## src/rtl/booth_pkg.sv

```systemverilog
package booth_pkg;
  typedef enum logic [1:0] {
    BOOTH_HOLD = 2'd0,
    BOOTH_ADD  = 2'd1,
    BOOTH_SUB  = 2'd2
  } booth_op_e;
endpackage

```

## src/rtl/booth_recoder.sv

```systemverilog
// Picks the action for one step from the current low multiplier bit and
// the bit shifted out on the previous step.
module booth_recoder
  import booth_pkg::*;
(
  input  logic      q_lsb,
  input  logic      q_prev,
  output booth_op_e op
);
  always_comb begin
    unique case ({q_lsb, q_prev})
      2'b10:   op = BOOTH_SUB;  // first one of a run
      2'b01:   op = BOOTH_ADD;  // first zero after a run
      default: op = BOOTH_HOLD; // inside a run of equal bits
    endcase
  end
endmodule

```

## src/rtl/booth_addsub.sv

```systemverilog
// Adds, subtracts or passes the multiplicand into a one-bit-wider
// accumulator, so the most negative multiplicand cannot overflow.
module booth_addsub
  import booth_pkg::*;
#(
  parameter int WIDTH = 16,
  localparam int AW = WIDTH + 1
) (
  input  logic [AW-1:0]    acc_in,
  input  logic [WIDTH-1:0] mcand,
  input  booth_op_e        op,
  output logic [AW-1:0]    acc_out
);
  logic [AW-1:0] mc_ext;
  assign mc_ext = {mcand[WIDTH-1], mcand};

  always_comb begin
    unique case (op)
      BOOTH_ADD: acc_out = acc_in + mc_ext;
      BOOTH_SUB: acc_out = acc_in + ~mc_ext + AW'(1);
      default:   acc_out = acc_in;
    endcase
  end
endmodule

```

## src/rtl/booth_ashr.sv

```systemverilog
// Arithmetic right shift by one across accumulator, multiplier and the
// trailing bit; the accumulator sign is repeated.
module booth_ashr #(
  parameter int WIDTH = 16,
  localparam int AW = WIDTH + 1
) (
  input  logic [AW-1:0]    acc_in,
  input  logic [WIDTH-1:0] q_in,
  output logic [AW-1:0]    acc_out,
  output logic [WIDTH-1:0] q_out,
  output logic             q_prev_out
);
  assign acc_out    = {acc_in[AW-1], acc_in[AW-1:1]};
  assign q_out      = {acc_in[0], q_in[WIDTH-1:1]};
  assign q_prev_out = q_in[0];
endmodule

```

## src/rtl/booth_ctrl.sv

```systemverilog
// Step counter and handshake. Loads on an idle start, runs WIDTH steps,
// then pulses done.
module booth_ctrl #(
  parameter int WIDTH = 16,
  localparam int CW = $clog2(WIDTH + 1)
) (
  input  logic clk,
  input  logic rst,
  input  logic start,
  output logic load,
  output logic step,
  output logic last,
  output logic busy,
  output logic done
);
  logic [CW-1:0] steps_left;

  assign load = start && !busy;             // ignored while busy
  assign step = busy;
  assign last = busy && (steps_left == CW'(1));

  always_ff @(posedge clk) begin
    if (rst) begin
      busy       <= 1'b0;
      done       <= 1'b0;
      steps_left <= '0;
    end else begin
      done <= 1'b0;
      if (load) begin
        busy       <= 1'b1;
        steps_left <= CW'(WIDTH);
      end else if (busy) begin
        steps_left <= steps_left - CW'(1);
        if (last) begin
          busy <= 1'b0;
          done <= 1'b1;
        end
      end
    end
  end
endmodule

```

## src/rtl/booth_mult_seq.sv

```systemverilog
module booth_mult_seq
  import booth_pkg::*;
#(
  parameter int WIDTH = 16,
  localparam int AW = WIDTH + 1,
  localparam int PW = 2 * WIDTH
) (
  input  logic             clk,
  input  logic             rst,
  input  logic             start,
  input  logic [WIDTH-1:0] mcand,
  input  logic [WIDTH-1:0] mplier,
  output logic             busy,
  output logic             done,
  output logic [PW-1:0]    product
);
  logic [WIDTH-1:0] mc_q;
  logic [AW-1:0]    acc_q;
  logic [WIDTH-1:0] mp_q;
  logic             prev_q;

  logic             load, step, last;
  booth_op_e        op;
  logic [AW-1:0]    acc_sum;
  logic [AW-1:0]    acc_sh;
  logic [WIDTH-1:0] mp_sh;
  logic             prev_sh;

  booth_ctrl #(.WIDTH(WIDTH)) u_ctrl (
    .clk(clk), .rst(rst), .start(start),
    .load(load), .step(step), .last(last),
    .busy(busy), .done(done)
  );

  booth_recoder u_rec (
    .q_lsb(mp_q[0]), .q_prev(prev_q), .op(op)
  );

  booth_addsub #(.WIDTH(WIDTH)) u_add (
    .acc_in(acc_q), .mcand(mc_q), .op(op), .acc_out(acc_sum)
  );

  booth_ashr #(.WIDTH(WIDTH)) u_shr (
    .acc_in(acc_sum), .q_in(mp_q),
    .acc_out(acc_sh), .q_out(mp_sh), .q_prev_out(prev_sh)
  );

  // Working registers: operands captured only on load.
  always_ff @(posedge clk) begin
    if (rst) begin
      mc_q   <= '0;
      acc_q  <= '0;
      mp_q   <= '0;
      prev_q <= 1'b0;
    end else if (load) begin
      mc_q   <= mcand;
      acc_q  <= '0;
      mp_q   <= mplier;
      prev_q <= 1'b0;
    end else if (step) begin
      acc_q  <= acc_sh;
      mp_q   <= mp_sh;
      prev_q <= prev_sh;
    end
  end

  // Registered result, updated only on the final step.
  always_ff @(posedge clk) begin
    if (rst) begin
      product <= '0;
    end else if (last) begin
      product <= {acc_sh[WIDTH-1:0], mp_sh};
    end
  end
endmodule

```

## config.mk

```make
export PLATFORM = sky130hd
export DESIGN_NAME = booth_mult_seq
export DESIGN_NICKNAME = d
export VERILOG_FILES = /design/src/rtl/booth_pkg.sv /design/src/rtl/booth_recoder.sv /design/src/rtl/booth_addsub.sv /design/src/rtl/booth_ashr.sv /design/src/rtl/booth_ctrl.sv /design/src/rtl/booth_mult_seq.sv
export SDC_FILE = /design/constraint.sdc
export NUM_CORES = 1
export LEC_CHECK = 0
export BUFFER_PORTS_ARGS = -buffer_cell sky130_fd_sc_hd__buf_2
export CAP_MARGIN = 20
export CORE_MARGIN = 3
export CORE_UTILIZATION = 43
export DETAILED_ROUTE_END_ITERATION = 6
export GPL_TIMING_DRIVEN = 0
export SLEW_MARGIN = 20
export SYNTH_ARGS = -nofsm -noshare
export SYNTH_HDL_FRONTEND = slang
export SYNTH_SLANG_ARGS = --single-unit
```

## constraint.sdc

```tcl
create_clock -name clk -period 3.3 [get_ports clk]
set_input_delay 0.33 -clock clk [delete_from_list [all_inputs] [get_ports clk]]
set_output_delay 0.33 -clock clk [all_outputs]
set_load 0.1 [all_outputs]
```

==> flow_metrics.tcl <==
set metrics [dict create \
    status "finished, final reports clean" \
    ys_ff_latch 88 \
    die_area_mm2 0.0138 \
    synth_top_family_by_area "compound AO/OA/AOI/OAI gates" \
    ys_types 64 \
    p_total_mw 2.86 \
    synth_enable_flop_cells 0 \
    rr_worst_depth 10 \
    ys_seq_area_share_pct 33.0 \
    worst-path-max-fanout 9 \
    cts_hold_buffers 0 \
    hold_viol_final 0 \
    max_stage_delay_ns 0.79 \
    drt-total-wl_mm 16.2 \
    antenna_found_initial 0 \
    tightest_slew_ns 0.893 \
    crit_start "mc_q[11]" \
    yosys.area_share.simple_pct 19.0 \
    holdPathEnd "mc_q[8]" \
    cts_tree "done" \
    leakagePower_nw 2.60 \
    setup.worst_path.start_class "flop" \
    clock_skew_ns 0.00904 \
    worstHoldPathType "primary input to flop" \
    setup_viol 0 \
    slew_headroom_pct 39.9 \
    route.vias.total 5179 \
    rrSetupSlack_ns 0.29 \
    drive_above_1_share_pct 13.3 \
    criticalPathCategory "flop to flop" \
    tns_ns 0 \
    yosys_warnings 0 \
    cap_violations 0 \
    grt_first_pass_wirelength_mm 26.0 \
    grt_usage_pct 23.6 \
    gr-total-overflow 0 \
    ir_drop_v 0.000403 \
    r2r-start "mc_q[11]" \
    n_fill_cell 1202 \
    path_delay_family "simple AND/OR/NAND/NOR gates" \
    fmax_mhz 333 \
    clkLatencyLatePin_ns 0.36 \
    first_pass_iters 5 \
    period_share_pct 91.1 \
    port_buffers 68 \
    die_w_um 117 \
    layout_commonest_cell "nand2_1" \
    chipHeight_um 117 \
    root_buffer "clkbuf_16" \
    drcViolationCount 0 \
    yosysTopAreaCell "dfxtp_1" \
    ys.flop_type "dfxtp_1" \
    htreeDepth 3 \
    synth_mux_area_share_pct 4.17 \
    viasPerCell 5.50 \
    cp-end-kind "flop" \
    seqCellArea_mm2 0.00176 \
    io_pins 69 \
    grt_pass1_vias 4873 \
    synth_compound_area_share_pct 24.7 \
    synth_xor_area_share_pct 3.77 \
    synthCells 687 \
    cp.required_ns 3.52 \
    clkTransAtPathRegs_ns 0.06 \
    synth_top_area_share_pct 33.0 \
    syn_nets 760 \
    nets 842 \
    wl_per_cell_um 17.2 \
    hold_start "mcand[8]" \
    cp.arrival_ns 3.22 \
    async_flop_share_pct 0 \
    syn_to_final_growth_pct 16.7 \
    rsz0062_at_grt "no" \
    postRouteAntennaNets 0 \
    initial_core_util_pct 44.3 \
    diodes 0 \
    clock_path_buffers 2 \
    worst_r2r_endpoint "product[27]" \
    synth.cell_area_mm2 0.00534 \
    cp_num_buf_inv 2 \
    period_minus_slack_ns 3.01 \
    synthAdderAreaFrac_pct 9.19 \
    multi_input_area_mm2 0.00325 \
    cts.repair.resized 0 \
    dpl.hpwl_mm 12.4 \
    layout_common_cells "95 x nand2_1, 88 x dfxtp_1, 86 x a21oi_1, 75 x nor2_1, 71 x buf_2" \
    crit_top_cell "a21oi_1" \
    dr.first_iter.drc_count 392 \
    numClockSinks 88 \
    p_per_area_mw_per_mm2 459 \
    slew_violations 0 \
    crit_slowest_cell "nor4_1" \
    rows 40 \
    min_path_cells 3 \
    gp_congestion 0.890 \
    grt_max_degree 15 \
    coreArea_mm2 0.0121 \
    syn_avg_cell_area_um2 7.77 \
    synthTopCellsByArea "dfxtp_1 33%, ha_1 8.4%, a21oi_1 8.1%, nand2_1 6.7%, nor2_1 5.3%" \
    cts_buffers 9 \
    crit_chain "inv_1 > ha_1 > clkbuf_1 > nor4_1 > o21ai_0 > nand3_1 > a21oi_1 > xnor2_1 > a222oi_1 > a21oi_1" \
]
-- metal layers --
metal | share of wire (%) | routed length [µm] | vias up | GRT usage, %
met1 | 46 | 7490 | 2433 | 32.4
met4 | 1.4 | 221 | 0 | 6.23
met5 | 0 | 0 | - | 0
met3 | 6.7 | 1080 | 20 | 5.98
li1 | - | - | 2560 | -
met2 | 46 | 7370 | 166 | 37.1
-- logic make-up after synthesis --
kind of cell               count (synthesis)
and+or+nand+nor                          233
muxes                                     22
xor gates and xnor gates                  23
adders and majority gates                 38
AOI/OAI and AO/OA                        199
DFF                                       88
buffers and inverters                     84
-- worst reg2reg max path: stages (launching register included) --
cell	delay, ns
dfxtp_1	0.37
inv_1	0.06
ha_1	0.28
clkbuf_1	0.24
nor4_1	0.80
o21ai_0	0.25
nand3_1	0.15
a21oi_1	0.07
xnor2_1	0.14
a222oi_1	0.39
a21oi_1	0.13
-- registers in the layout, indices dropped and copies added (netlist names) --
signal	count
u_ctrl.busy	1
mc_q	16
u_ctrl.steps_left	5
mp_q	16
u_ctrl.done	1
product	32
acc_q	16
prev_q	1
-- synthesized netlist by cell type (all sizes together), types with 9 or more instances --
library cell  number
nand2             95
dfxtp             88
a21oi             86
nor2              75
inv               39
ha                36
clkbuf            35
o21ai             28
mux2i             20
a211oi            16
xnor2             14
nor2b             13
nand2b            11
nand3             11
buf               10
nor3              10
xor2               9
-- area by class of cell --
type | instances | area share [%]
Timing Repair Buffer | 71 | 5.82
Clock inverter | 3 | 0.763
Tap cell | 168 | 3.37
Clock buffer | 13 | 4.34
Multi-Input combinational cell | 515 | 52.2
Inverter | 39 | 2.35
Sequential cell | 88 | 28.3
Buffer | 45 | 2.89
-- per-stage QoR --
stage / setup slack [ns] / area [µm²] / utilization (%) / hold WS (ns) / cells
6_report: 0.295 / 6230 / 51.6 / 0.209 / 942
5_1_grt: 0.0706 / 6230 / 51.6 / 0.211 / 942
4_1_cts: 0.181 / 6210 / 51.5 / 0.201 / 939
3_5_place_dp: 0.205 / 5890 / 48.8 / 0.446 / 923
3_3_place_gp: 0.228 / 5890 / 48.8 / 0.442 / 923
2_1_floorplan: 0.612 / 5340 / - / 0.425 / 687
-- worst max-delay path by stage --
stage	to	slack, ns	depth (start not counted)
final	product[27]	0.29	10
after global routing	product[28]	0.07	9
after CTS	acc_q[9]	0.18	10
after global placement	product[29]	0.23	10
after floorplan	product[28]	0.61	9
after detailed placement	acc_q[9]	0.20	10
-- power breakdown --
part | total (mW) | switching, mW | internal (mW)
logic | 0.628 | 0.401 | 0.227
clock network | 1.08 | 0.432 | 0.653
registers | 1.15 | 0.0427 | 1.11
total | 2.86 | 0.875 | 1.99
-- timing repair --
action                                 CTS  global route
setup endpoints to repair                0             4
buffers inserted                         0             3
endpoints found under the hold margin    0             0
Note: power is estimated with default switching activity, not from simulation.
